File: src/rtl/tmr_pkg.sv
package tmr_pkg;
   typedef struct packed {
      logic inv;
      logic arl;
      logic mupd;
      logic start;
   } tmr_ctrl_t;

   typedef enum logic [1:0] {
      SEL_PERIOD  = 2'd0,
      SEL_COMPARE = 2'd1,
      SEL_CONTROL = 2'd2,
      SEL_SPARE   = 2'd3
   } tmr_sel_e;

   localparam int CTRL_W = $bits(tmr_ctrl_t);
endpackage

File: src/rtl/tmr_buf_regs.sv
module tmr_buf_regs
   import tmr_pkg::*;
#(
   parameter int CNT_W = 16
) (
   input  logic             clk,
   input  logic             rst_n,
   input  logic             wr_en_i,
   input  logic [1:0]       wr_sel_i,
   input  logic [CNT_W-1:0] wr_data_i,
   input  logic             halt_i,
   output logic [CNT_W-1:0] period_buf_o,
   output logic [CNT_W-1:0] compare_buf_o,
   output tmr_ctrl_t        ctrl_o
);
   tmr_sel_e  sel;
   logic      ctl_wr;

   assign sel    = tmr_sel_e'(wr_sel_i);
   assign ctl_wr = wr_en_i && (sel == SEL_CONTROL);

   always_ff @(posedge clk or negedge rst_n) begin
      if (!rst_n) begin
         period_buf_o  <= '0;
         compare_buf_o <= '0;
         ctrl_o        <= '0;
      end else begin
         if (wr_en_i && sel == SEL_PERIOD)  period_buf_o  <= wr_data_i;
         if (wr_en_i && sel == SEL_COMPARE) compare_buf_o <= wr_data_i;
         if (ctl_wr)
            ctrl_o <= tmr_ctrl_t'(wr_data_i[CTRL_W-1:0]);
         else if (halt_i)
            ctrl_o.start <= 1'b0;
      end
   end

   // one-shot run ends by clearing start unless software writes control
   assert_halt_clears_R6: assert property (@(posedge clk) disable iff (!rst_n)
      (halt_i && !ctl_wr) |=> !ctrl_o.start);

   // the spare select code leaves every register untouched
   assert_spare_ignored_R10: assert property (@(posedge clk) disable iff (!rst_n)
      (wr_en_i && sel == SEL_SPARE) |=> ($stable(period_buf_o) && $stable(compare_buf_o)));
endmodule

File: src/rtl/tmr_down_ctr.sv
module tmr_down_ctr
   import tmr_pkg::*;
#(
   parameter int CNT_W = 16
) (
   input  logic             clk,
   input  logic             rst_n,
   input  logic             tick_i,
   input  tmr_ctrl_t        ctrl_i,
   input  logic [CNT_W-1:0] period_buf_i,
   input  logic [CNT_W-1:0] compare_buf_i,
   output logic [CNT_W-1:0] cnt_o,
   output logic [CNT_W-1:0] cmp_o,
   output logic             irq_o,
   output logic             halt_o
);
   localparam logic [CNT_W-1:0] ONE  = CNT_W'(1);
   localparam logic [CNT_W-1:0] ZERO = '0;

   logic step;
   logic at_zero;
   logic zero_evt;

   assign step     = ctrl_i.start && tick_i && !ctrl_i.mupd;
   assign at_zero  = (cnt_o == ZERO);
   assign zero_evt = step && at_zero;
   assign halt_o   = zero_evt && !ctrl_i.arl;

   always_ff @(posedge clk or negedge rst_n) begin
      if (!rst_n) begin
         cnt_o <= ZERO;
         cmp_o <= ZERO;
         irq_o <= 1'b0;
      end else begin
         irq_o <= zero_evt;
         if (ctrl_i.mupd || (zero_evt && ctrl_i.arl)) begin
            cnt_o <= period_buf_i;
            cmp_o <= compare_buf_i;
         end else if (step && !at_zero) begin
            cnt_o <= cnt_o - ONE;
         end
      end
   end

   assert_tick_decrements_R2: assert property (@(posedge clk) disable iff (!rst_n)
      (ctrl_i.start && tick_i && !ctrl_i.mupd && cnt_o != ZERO) |=> (cnt_o == $past(cnt_o) - ONE));

   assert_irq_follows_zero_R3: assert property (@(posedge clk) disable iff (!rst_n)
      irq_o |-> $past(ctrl_i.start && tick_i && !ctrl_i.mupd && cnt_o == ZERO));

   assert_manual_load_R4: assert property (@(posedge clk) disable iff (!rst_n)
      ctrl_i.mupd |=> (cnt_o == $past(period_buf_i) && cmp_o == $past(compare_buf_i)));

   assert_stopped_holds_R7: assert property (@(posedge clk) disable iff (!rst_n)
      (!ctrl_i.start && !ctrl_i.mupd) |=> $stable(cnt_o));

   assert_cmp_only_on_reload_R8: assert property (@(posedge clk) disable iff (!rst_n)
      (!ctrl_i.mupd && !tick_i) |=> $stable(cmp_o));
endmodule

File: src/rtl/tmr_pwm_level.sv
module tmr_pwm_level #(
   parameter int CNT_W = 16
) (
   input  logic [CNT_W-1:0] cnt_i,
   input  logic [CNT_W-1:0] cmp_i,
   input  logic             inv_i,
   output logic             level_o
);
   logic past_match;

   // high phase once the count has come down to the compare value
   assign past_match = (cnt_i <= cmp_i);
   assign level_o    = past_match ^ inv_i;

   always_comb begin
      assert_polarity_R9: assert (level_o == ((cnt_i > cmp_i) ? inv_i : !inv_i));
   end
endmodule

File: src/rtl/pwm_timer_chan.sv
module pwm_timer_chan
   import tmr_pkg::*;
#(
   parameter int CNT_W   = 16,
   parameter bit REG_OUT = 1'b0
) (
   input  logic             clk,
   input  logic             rst_n,
   input  logic             tick_i,
   input  logic             wr_en_i,
   input  logic [1:0]       wr_sel_i,
   input  logic [CNT_W-1:0] wr_data_i,
   output logic             pwm_o,
   output logic             irq_o,
   output logic [CNT_W-1:0] cnt_o,
   output logic             run_o
);
   if (CNT_W < CTRL_W || CNT_W > 32) begin : g_bad_width
      $error("pwm_timer_chan: CNT_W must lie between the control width and 32");
   end

   logic [CNT_W-1:0] period_buf;
   logic [CNT_W-1:0] compare_buf;
   logic [CNT_W-1:0] cmp_act;
   tmr_ctrl_t        ctrl;
   logic             halt;
   logic             level;

   tmr_buf_regs #(.CNT_W(CNT_W)) u_regs (
      .clk          (clk),
      .rst_n        (rst_n),
      .wr_en_i      (wr_en_i),
      .wr_sel_i     (wr_sel_i),
      .wr_data_i    (wr_data_i),
      .halt_i       (halt),
      .period_buf_o (period_buf),
      .compare_buf_o(compare_buf),
      .ctrl_o       (ctrl)
   );

   tmr_down_ctr #(.CNT_W(CNT_W)) u_ctr (
      .clk          (clk),
      .rst_n        (rst_n),
      .tick_i       (tick_i),
      .ctrl_i       (ctrl),
      .period_buf_i (period_buf),
      .compare_buf_i(compare_buf),
      .cnt_o        (cnt_o),
      .cmp_o        (cmp_act),
      .irq_o        (irq_o),
      .halt_o       (halt)
   );

   tmr_pwm_level #(.CNT_W(CNT_W)) u_lvl (
      .cnt_i  (cnt_o),
      .cmp_i  (cmp_act),
      .inv_i  (ctrl.inv),
      .level_o(level)
   );

   if (REG_OUT) begin : g_out_reg
      always_ff @(posedge clk or negedge rst_n) begin
         if (!rst_n) pwm_o <= 1'b1;
         else        pwm_o <= level;
      end
   end else begin : g_out_comb
      assign pwm_o = level;
   end

   assign run_o = ctrl.start;

   // a zero interrupt never repeats on the next clock unless a new zero tick occurred
   assert_irq_single_R3: assert property (@(posedge clk) disable iff (!rst_n)
      (irq_o && !(ctrl.start && tick_i && cnt_o == '0)) |=> !irq_o);
endmodule

File: config.mk
export PLATFORM = sky130hd
export DESIGN_NAME = pwm_timer_chan
export DESIGN_NICKNAME = d
export VERILOG_FILES = /design/src/rtl/tmr_pkg.sv /design/src/rtl/tmr_buf_regs.sv /design/src/rtl/tmr_down_ctr.sv /design/src/rtl/tmr_pwm_level.sv /design/src/rtl/pwm_timer_chan.sv
export SDC_FILE = /design/constraint.sdc
export NUM_CORES = 1
export LEC_CHECK = 0
export ABC_CLOCK_PERIOD_IN_PS = 4550
export BUFFER_PORTS_ARGS = -buffer_cell sky130_fd_sc_hd__clkbuf_2
export CAP_MARGIN = 20
export CORE_MARGIN = 5
export CORE_UTILIZATION = 60
export DETAILED_ROUTE_END_ITERATION = 8
export PLACE_DENSITY = 0.85
export REMOVE_ABC_BUFFERS = 1
export SLEW_MARGIN = 20
export SYNTH_ARGS = -nofsm -noshare
export SYNTH_HDL_FRONTEND = slang
export SYNTH_SLANG_ARGS = --single-unit
export TNS_END_PERCENT = 100
File: constraint.sdc
create_clock -name clk -period 4.55 [get_ports clk]
set_input_delay 0.2275 -clock clk [delete_from_list [all_inputs] [get_ports clk]]
set_output_delay 0.2275 -clock clk [all_outputs]
set_load 0.02 [all_outputs]
==> flow_metrics.env, run 1 <==
export IMPL_status="finished clean"
export IMPL_yosys_area_top_type="dfrtp_1"
export IMPL_drtAntennaViolNets=0
export IMPL_gp_congestion=0.945
export IMPL_yosysMostFrequentCell="dfrtp_1"
export IMPL_fin_nets=406
export IMPL_required_ns=4.32
export IMPL_die_h_um=86.3
export IMPL_root_buffer="clkbuf_8"
export IMPL_max_vdd_ir_drop_mv=0.322
export IMPL_p_leak_nw=1.76
export IMPL_cts_made_buffers=9
export IMPL_synthArstFlopShare_pct=100
export IMPL_die_w_um=86.3
export IMPL_viasPerCell=5.93
export IMPL_antenna_found_initial=0
export IMPL_cts_setup_buffers=0
export IMPL_maxCapViolCount=0
export IMPL_start_util_pct=62.7
export IMPL_coreArea_um2=5570
export IMPL_maxSlewViolCount=0
export IMPL_globalRouteOverflowTotal=0
export IMPL_yosysUniqueCellTypes=52
export IMPL_clk_pin_slew_ns=0.07
export IMPL_tns_ns=0
export IMPL_cp_max_fo=6
export IMPL_dp_hpwl_um=5360
export IMPL_setup_violations=0
export IMPL_grt_pass1_wl_um=12500
export IMPL_port_buffers=40
export IMPL_yosys_warnings=0
export IMPL_end_kind="output pin"
export IMPL_cp_slowest_stage_delay_ns=0.59
export IMPL_start_kind="register"
export IMPL_areaGrowthSynthToFinish_pct=11.3
export IMPL_fillers=428
export IMPL_finalHoldViolations=0
export IMPL_clk_latency_ns=0.35
export IMPL_hold_ws_ns=0.0530
export IMPL_die_area_um2=7450
export IMPL_path_cells="ha_1 > nand4_1 > or4_1 > a21o_1 > a311oi_1 > nand4b_1 > clkbuf_2"
export IMPL_synth_common_cells="dfrtp_1, nand2_1, mux2_2"
export IMPL_clock_sinks=69
export IMPL_drc_errors=0
export IMPL_h_tree_depth=3
export IMPL_cp_arrival_ns=2.63
export IMPL_layout_drive_gt1_share_pct=27.8
export IMPL_grt_pass1_vias=2621
export IMPL_syn_cell_area_um2=3500
export IMPL_yosys_top_cells_area="dfrtp_1, mux2_2, ha_1"
export IMPL_hold_class="primary input to asynchronous set/reset pin"
export IMPL_min_period_ns=2.86
export IMPL_track_usage_pct=21.7
export IMPL_synth_seq_area_share_pct=49.4
export IMPL_grt_setup_unrepaired="no"
export IMPL_synth_edf_count=0
export IMPL_cp_slowest_cell="or4_1"
export IMPL_synth_cells=323
export IMPL_first_pass_iters=5
export IMPL_n_antenna_cell=0
export IMPL_holdBufCountCts=0
export IMPL_wl_per_cell_um=16.8
export IMPL_multi_input_area_um2=1620
export IMPL_fin_skew_ns=0.00779
export IMPL_cts_repair_resized=0
export IMPL_fp_row_count=27
export IMPL_avgSynthCellArea_um2=10.8
export IMPL_ios=41
export IMPL_relSlewSlack_pct=34.9
export IMPL_drt_iter0_drc=129
export IMPL_synth_top_area_share_pct=49.4
export IMPL_period_share_pct=62.8
export IMPL_clk_path_buf_depth=2
export IMPL_register_area_um2=1730
export IMPL_worstMarginPinSlew_ns=0.973
export IMPL_path_class="register to output pin"
export IMPL_tritoncts="built"
export IMPL_synth_ff_type="dfrtp_1"
export IMPL_power_density_nw_per_um2=533
export IMPL_vias=2621
export IMPL_ys_ff_latch=69
export IMPL_wirelength_um=7440
export IMPL_max_freq_mhz=350
export IMPL_grt_max_degree=70
-- layer usage --
layer / track usage (%) / vias up / routed length (um)
met2: 35.0 / 63 / 3710
met4: 5.95 / 0 / 60
met1: 28.7 / 1293 / 3270
li1: - / 1257 / -
met3: 6.27 / 8 / 393
met5: 0 / - / 0
-- logic make-up (layout without fill, tap and decap cells) --
family	count (synthesis)	in the layout	share of synthesized area, %
AND/OR/NAND/NOR	104	104	16.5
adder cells (fa/ha/maj)	18	18	6.44
XOR/XNOR	1	1	0.251
flip-flops	69	69	49.4
multiplexers	35	35	11.2
AO/OA/AOI/OAI	65	65	11.7
buffers and inverters	31	78	4.44
-- report_power, final --
group          switching [mW]  internal, mW  total, mW
combinational           0.436         0.298      0.734
clock                   0.207         0.208      0.415
sequential              0.155         0.770      0.925
-- placed cells by master (no fill, tap or decap), types with 4 or more instances in the layout --
cell / synthesis / final
nand4_1: 5 / 5
mux2_2: 34 / 34
clkbuf_2: 0 / 39
inv_1: 20 / 20
o21ai_0: 4 / 4
a21oi_1: 12 / 12
nor2_1: 13 / 13
o211ai_1: 6 / 6
nor3_1: 5 / 5
o311ai_1: 4 / 4
nand3_1: 8 / 8
nand2_1: 40 / 40
clkbuf_8: 0 / 10
ha_1: 18 / 18
nand3b_1: 4 / 4
or3_1: 4 / 4
dfrtp_1: 69 / 69
o21ai_1: 24 / 24
nor4_1: 4 / 4
-- sequential cells by signal, summed over array words and instances, names as in the netlist --
register              flops
u_ctr.cmp_o              16
u_ctr.cnt_o              16
u_regs.compare_buf_o     16
u_regs.period_buf_o      16
u_regs.ctrl_o             4
u_ctr.irq_o               1
-- per-stage QoR --
stage	setup WS [ns]	power (mW)	std cells	util [%]	cell area [um2]
after floorplan	2.28	1.41	312	-	3420
final	1.69	2.07	442	69.8	3890
after global placement	2.17	1.62	427	67.0	3730
after global routing	1.58	2.22	442	69.8	3890
after CTS	1.69	2.09	442	69.8	3890
after detailed placement	2.10	1.67	427	67.0	3730
-- path summary, 6_finish.rpt --
check,startpoint,to,slack (ns),depth (start not counted)
worst max-delay path,u_ctr.cnt_o[13],pwm_o,1.69,7
worst min-delay path,rst_n,u_regs.period_buf_o[14],0.05,2
worst max register to register,u_ctr.cnt_o[0],u_ctr.cnt_o[1],2.14,7
worst min register to register,u_regs.compare_buf_o[0],u_ctr.cmp_o[0],0.48,2
max in group asynchronous,rst_n,u_regs.period_buf_o[2],3.91,2
min in group clk,wr_data_i[5],u_regs.period_buf_o[5],0.12,2
-- cell type report --
type | instances | share of cell area [%]
sequential | 69 | 44.4
multi-input combinational | 223 | 41.6
timing repair buffer | 43 | 5.72
clock buffer | 13 | 3.83
tap | 72 | 2.31
inverter | 20 | 1.93
clock inverter | 2 | 0.257
-- worst max-delay path, delay by kind of cell, from the launching register on --
family / cells / cell delay (ns)
flops: 1 / 0.44
fa+ha+maj: 1 / 0.33
compound gates: 2 / 0.42
simple gates: 3 / 0.91
buf+inv: 1 / 0.19
Power figures use the tool's default switching activity.
==> run 2, diff against run 1 <==
--- a/config.mk
+++ b/config.mk
@@ -5,13 +5,13 @@
 export SDC_FILE = /design/constraint.sdc
 export NUM_CORES = 1
 export LEC_CHECK = 0
-export ABC_CLOCK_PERIOD_IN_PS = 4550
+export ABC_CLOCK_PERIOD_IN_PS = 2900
 export BUFFER_PORTS_ARGS = -buffer_cell sky130_fd_sc_hd__clkbuf_2
 export CAP_MARGIN = 20
 export CORE_MARGIN = 5
-export CORE_UTILIZATION = 60
+export CORE_UTILIZATION = 58
 export DETAILED_ROUTE_END_ITERATION = 8
-export PLACE_DENSITY = 0.85
+export PLACE_DENSITY = 0.82
 export REMOVE_ABC_BUFFERS = 1
 export SLEW_MARGIN = 20
 export SYNTH_ARGS = -nofsm -noshare
==> constraint.sdc (replaced) <==
create_clock -name clk -period 2.9 [get_ports clk]
set_input_delay 0.145 -clock clk [delete_from_list [all_inputs] [get_ports clk]]
set_output_delay 0.145 -clock clk [all_outputs]
set_load 0.02 [all_outputs]
==> run 2 against run 1 <==
Total power is 63% higher. Critical path type unchanged. Clock skew is 0.0017 ns higher. Worst setup slack worse by 1.6 ns. Sequential power is 57% higher. Final area is 1.6% higher. Critical endpoint unchanged. Worst hold slack worse by 0.023 ns. Utilization is 2.6 points lower. Clock power is 86% higher. Critical path depth stayed put. Global-route usage is 1.1 points higher. Combinational power is 58% higher. Largest power group unchanged. Final cell count is 1.6% higher.
==> flow_metrics.env, run 2 (same netlist as run 1, synthesis figures left out) <==
export IMPL_status="finished clean"
export IMPL_layout_drive_gt1_share_pct=28.6
export IMPL_grt_pass1_vias=2741
export IMPL_fillers=469
export IMPL_final_common_cell="dfrtp_1"
export IMPL_tritoncts="built"
export IMPL_wirelength_um=7570
export IMPL_timing_reg2reg_worst_path_depth=7
export IMPL_period_share_pct=96.4
export IMPL_dp_hpwl_um=5490
export IMPL_p_int_mw=2.10
export IMPL_cts_repair_resized=0
export IMPL_relSlewSlack_pct=36.2
export IMPL_maxSlewViolCount=0
export IMPL_setup_violations=0
export IMPL_cts_setup_buffers=0
export IMPL_required_ns=2.76
export IMPL_clock_sinks=69
export IMPL_path_cells="ha_1 > nand4_1 > or4_1 > a21o_1 > a311oi_1 > nand4b_1 > clkbuf_2"
export IMPL_clk_latency_ns=0.36
export IMPL_globalRouteOverflowTotal=0
export IMPL_cp_arrival_ns=2.65
export IMPL_drt_iter0_drc=222
export IMPL_start_kind="register"
export IMPL_post_route_util_pct=67.2
export IMPL_root_buffer="clkbuf_8"
export IMPL_h_tree_depth=3
export IMPL_reg2reg_from="u_ctr.cnt_o[0]"
export IMPL_cp_slowest_cell="or4_1"
export IMPL_worstMarginPinSlew_ns=0.954
export IMPL_max_vdd_ir_drop_mv=0.446
export IMPL_tns_ns=0
export IMPL_switching_power_mw=1.28
export IMPL_dp_cells=432
export IMPL_coreArea_um2=5890
export IMPL_hold_class="primary input to register"
export IMPL_power_density_nw_per_um2=853
export IMPL_pwr_share_comb_pct=34.3
export IMPL_die_h_um=87.6
export IMPL_track_usage_pct=22.8
export IMPL_swShare_pct=37.8
export IMPL_port_buffers=40
export IMPL_ios=41
export IMPL_start_util_pct=59.4
export IMPL_viasPerCell=5.87
export IMPL_finalHoldViolations=0
export IMPL_rr_endpoint="u_ctr.cnt_o[4]"
export IMPL_clockPowerShare_pct=22.9
export IMPL_cp_max_fo=6
export IMPL_grt_max_degree=49
export IMPL_fp_row_count=28
export IMPL_path_class="register to output pin"
export IMPL_reg2reg_slack_ns=0.59
export IMPL_min_period_ns=2.80
export IMPL_max_freq_mhz=358
export IMPL_worst_hold_path_endpoint="u_regs.compare_buf_o[9]"
export IMPL_maxCapViolCount=0
export IMPL_drc_errors=0
export IMPL_fin_skew_ns=0.00944
export IMPL_place_ws_ns=0.527
export IMPL_areaGrowthSynthToFinish_pct=13.1
export IMPL_fin_nets=409
export IMPL_hp_start="wr_data_i[9]"
export IMPL_grt_setup_unrepaired="no"
export IMPL_n_antenna_cell=0
export IMPL_vias=2635
export IMPL_layout_cells_non_filler=449
export IMPL_die_area_um2=7680
export IMPL_hold_depth=2
export IMPL_cts_made_buffers=9
export IMPL_wl_per_cell_um=16.8
export IMPL_drtAntennaViolNets=0
export IMPL_critPathLaunch="u_ctr.cnt_o[15]"
export IMPL_cp_slowest_stage_delay_ns=0.60
export IMPL_power_frac_seq_pct=42.8
export IMPL_worst_slack_ns=0.103
export IMPL_antenna_found_initial=0
export IMPL_first_pass_iters=5
export IMPL_clk_path_buf_depth=2
export IMPL_end_kind="output pin"
export IMPL_die_w_um=87.6
export IMPL_final_cell_mix="dfrtp_1, nand2_1, clkbuf_2, mux2_2, o21ai_1"
export IMPL_p_leak_nw=1.79
export IMPL_clk_pin_slew_ns=0.07
export IMPL_gp_congestion=0.980
export IMPL_grt_pass1_wl_um=13300
==> run 2: final cells by class <==
cell class	count	area [um2]	area share, %
inverter	20	75.1	1.90
timing repair buffer	46	248	6.26
clock buffer	12	145	3.67
clock inverter	4	47.5	1.20
sequential	69	1730	43.7
multi-input combinational	223	1620	40.9
tap	75	93.8	2.37
==> run 2: worst max-delay path by stage <==
stage	slack, ns	depth (start not counted)	end
2_1_floorplan	0.70	7	u_ctr.cnt_o[4]
3_3_place_gp	0.59	7	pwm_o
3_5_place_dp	0.53	7	pwm_o
4_1_cts	0.11	7	pwm_o
5_1_grt	0.006	7	pwm_o
6_report	0.10	7	pwm_o
==> run 2: critical path, delay by kind of cell (launching register included) <==
kind,cells,cell delay (ns)
AND/OR/NAND/NOR,3,0.92
buffers and inverters,1,0.18
adder cells (fa/ha/maj),1,0.35
AO/OA/AOI/OAI,2,0.40
flip-flops,1,0.45
==> run 2: per-stage QoR <==
stage	area (um2)	power, mW	hold slack (ns)
finish	3960	3.38	0.0299
floorplan	3420	2.22	-0.151
global placement	3750	2.56	0.124
global route	3960	3.64	0.0169
detailed placement	3750	2.61	0.127
CTS	3960	3.40	0.0136
==> run 2: metal layers <==
metal / up-vias / part of all wire, % / routed length, um / track usage, %
met5: - / 0 / 0 / 0
met4: 0 / 2.1 / 159 / 9.07
met3: 13 / 5.1 / 384 / 5.83
met2: 62 / 49 / 3690 / 36.8
met1: 1292 / 44 / 3330 / 29.5
li1: 1268 / - / - / -
==> run 2: power by group through the flow <==
| stage | logic [mW] | clock network, mW | registers [mW] |
|---|---|---|---|
| after CTS | 1.17 | 0.794 | 1.44 |
| after global routing | 1.32 | 0.840 | 1.48 |
| after floorplan | 0.716 | 0 | 1.50 |
| after detailed placement | 1.16 | 0 | 1.46 |
| after global placement | 1.11 | 0 | 1.44 |
| final | 1.16 | 0.773 | 1.45 |
==> run 2: repair_timing <==
action                                 4_1_cts  5_1_grt
setup endpoints to repair                    0        0
endpoints found under the hold margin       21        0
hold buffers                                 1        0
==> run 3, diff against run 2 <==
--- a/config.mk
+++ b/config.mk
@@ -16,5 +16,6 @@
 export SLEW_MARGIN = 20
 export SYNTH_ARGS = -nofsm -noshare
 export SYNTH_HDL_FRONTEND = slang
+export SYNTH_HIERARCHICAL = 1
 export SYNTH_SLANG_ARGS = --single-unit
 export TNS_END_PERCENT = 100
==> run 3 against run 2 <==
Synthesized cell count decreased by 11%. First-iteration DRC count decreased by 54%. Clock power decreased by 12%. Critical endpoint unchanged.
==> flow_metrics.env, run 3 <==
export IMPL_status="finished clean"
export IMPL_start_util_pct=59.4
export IMPL_relSlewSlack_pct=35.6
export IMPL_multi_input_area_um2=1620
export IMPL_n_antenna_cell=0
export IMPL_synth_compound_area_share_pct=6.88
export IMPL_gp_congestion=0.806
export IMPL_synth_ff_type="dfrtp_1"
export IMPL_maxSlewViolCount=0
export IMPL_register_area_um2=1730
export IMPL_track_usage_pct=19.7
export IMPL_max_freq_mhz=380
export IMPL_place_ws_ns=0.457
export IMPL_drtAntennaViolNets=0
export IMPL_wirelength_um=6940
export IMPL_holdBufCountCts=0
export IMPL_grt_pass1_wl_um=11400
export IMPL_maxCapViolCount=0
export IMPL_crit_buf_inv=1
export IMPL_cts_repair_resized=0
export IMPL_fp_row_count=28
export IMPL_synth_common_cells="dfrtp_1, mux2_2, a21oi_1"
export IMPL_ios=41
export IMPL_hold_ws_ns=0.00173
export IMPL_tns_ns=0
export IMPL_coreArea_um2=5890
export IMPL_path_cells="ha_1 > nand4_2 > nor2_1 > or3_1 > o41ai_2 > xor2_1 > clkbuf_2"
export IMPL_reg2reg_from="u_ctr/cnt_o[6]"
export IMPL_period_share_pct=90.8
export IMPL_total_power_mw=3.33
export IMPL_avgSynthCellArea_um2=12.1
export IMPL_port_buffers=40
export IMPL_final_cell_mix="dfrtp_1, mux2_2, clkbuf_2, a21oi_1"
export IMPL_required_ns=2.76
export IMPL_cp_slowest_cell="dfrtp_1"
export IMPL_finalHoldViolations=0
export IMPL_clk_path_buf_depth=2
export IMPL_yosys_top_cells_area="dfrtp_1, mux2_2, ha_1"
export IMPL_start_kind="register"
export IMPL_synth_cells=288
export IMPL_synthAdderAreaFrac_pct=6.45
export IMPL_reg2reg_slack_ns=0.44
export IMPL_timing_reg2reg_worst_path_depth=5
export IMPL_p_leak_nw=1.77
export IMPL_antenna_found_initial=0
export IMPL_globalRouteOverflowTotal=0
export IMPL_synth_top_family_by_area="multiplexers"
export IMPL_yosysUniqueCellTypes=45
export IMPL_hold_class="primary input to asynchronous set/reset pin"
export IMPL_worst_slack_ns=0.268
export IMPL_muxShareOfSynthArea_pct=17.0
export IMPL_viasPerCell=5.61
export IMPL_drt_iter0_drc=103
export IMPL_worstMarginPinSlew_ns=0.965
export IMPL_design_area_um2=3920
export IMPL_wl_per_cell_um=16.7
export IMPL_die_w_um=87.6
export IMPL_yosysMostFrequentCell="dfrtp_1"
export IMPL_synth_top_area_share_pct=49.4
export IMPL_fillers=455
export IMPL_synth_xor_xnor_area_share_pct=3.01
export IMPL_vias=2328
export IMPL_first_pass_iters=4
export IMPL_die_area_um2=7680
export IMPL_layout_cells_non_filler=415
export IMPL_critPathLaunch="u_ctr/cnt_o[12]"
export IMPL_cp_slowest_stage_delay_ns=0.46
export IMPL_synthSimpleGateAreaFrac_pct=13.1
export IMPL_grt_pass1_vias=2373
export IMPL_h_tree_depth=3
export IMPL_dp_cells=399
export IMPL_cp_max_fo=6
export IMPL_tritoncts="built"
export IMPL_grt_max_degree=70
export IMPL_cts_setup_buffers=0
export IMPL_cp_arrival_ns=2.49
export IMPL_place_area_um2=3750
export IMPL_crit_family="simple AND/OR/NAND/NOR gates"
export IMPL_ys_ff_latch=69
export IMPL_rr_endpoint="u_ctr/cmp_o[8]"
export IMPL_path_class="register to output pin"
export IMPL_fin_skew_ns=0.00636
export IMPL_setup_violations=0
export IMPL_final_common_cell="dfrtp_1"
export IMPL_synth_seq_area_share_pct=49.4
export IMPL_synth_edf_count=0
export IMPL_max_vdd_ir_drop_mv=0.568
export IMPL_yosys_area_top_type="dfrtp_1"
export IMPL_die_h_um=87.6
export IMPL_clock_sinks=69
export IMPL_min_period_ns=2.63
export IMPL_cts_made_buffers=9
export IMPL_syn_cell_area_um2=3490
export IMPL_root_buffer="clkbuf_8"
export IMPL_clk_latency_ns=0.33
export IMPL_grt_setup_unrepaired="no"
export IMPL_yosys_warnings=6
export IMPL_synthArstFlopShare_pct=100
export IMPL_fin_nets=375
export IMPL_clk_pin_slew_ns=0.07
export IMPL_end_kind="output pin"
export IMPL_post_route_util_pct=66.6
export IMPL_drc_errors=0
export IMPL_power_density_nw_per_um2=850
export IMPL_layout_drive_gt1_share_pct=36.2
export IMPL_dp_hpwl_um=4970
export IMPL_areaGrowthSynthToFinish_pct=12.2
[run 3: changes by cell type after synthesis, sizes merged, moves of 5 or more]
cell and change:
o211ai -6, xnor2 +6, xor2 +5, a21oi +10, nor2 +7, nand2 -29
nand3 -8, o21ai -24, mux2 +18
[run 3: how the worst max path moves through the flow]
stage	to	slack, ns	depth (start not counted)
2_1_floorplan	u_ctr/cmp_o[8]	0.39	4
3_3_place_gp	u_ctr/cmp_o[9]	0.53	5
3_5_place_dp	u_ctr/cmp_o[9]	0.46	5
4_1_cts	pwm_o	0.23	7
5_1_grt	pwm_o	0.08	7
6_report	pwm_o	0.27	7
[run 3: worst reg2reg max path, stage by stage (launching register included)]
cell,delay (ns)
dfrtp_1,0.43
or4_4,0.60
nor3_2,0.44
a41oi_4,0.29
buf_12,0.26
mux2_4,0.31
[run 3: layout make-up]
cell class | instances | share of cell area, %
Sequential cell | 69 | 44.0
Multi-Input combinational cell | 192 | 41.4
Clock inverter | 1 | 0.128
Inverter | 21 | 2.01
Timing Repair Buffer | 42 | 5.81
Clock buffer | 15 | 4.25
Tap cell | 75 | 2.39
[run 3: cell families (layout without fill, tap and decap cells)]
logic type      count (synthesis)  in the layout
compound gates                 37             37
xor+xnor                       12             12
fa+ha+maj                      18             18
buf+inv                        27             79
flops                          69             69
mux                            52             52
simple gates                   73             73
[run 3: power by group]
part / internal (mW) / leakage [nW] / switching (mW)
combinational: 0.534 / 0.867 / 0.639
clock: 0.358 / 0.0877 / 0.326
sequential: 1.22 / 0.814 / 0.251
total: 2.12 / 1.77 / 1.22
[run 3: per-layer routing]
metal | up-vias | track usage (%) | part of all wire [%]
li1 | 1112 | - | -
met1 | 1150 | 24.9 | 45
met2 | 58 | 33.3 | 49
met3 | 8 | 4.33 | 4.8
met4 | 0 | 7.53 | 1.4
met5 | - | 0 | 0
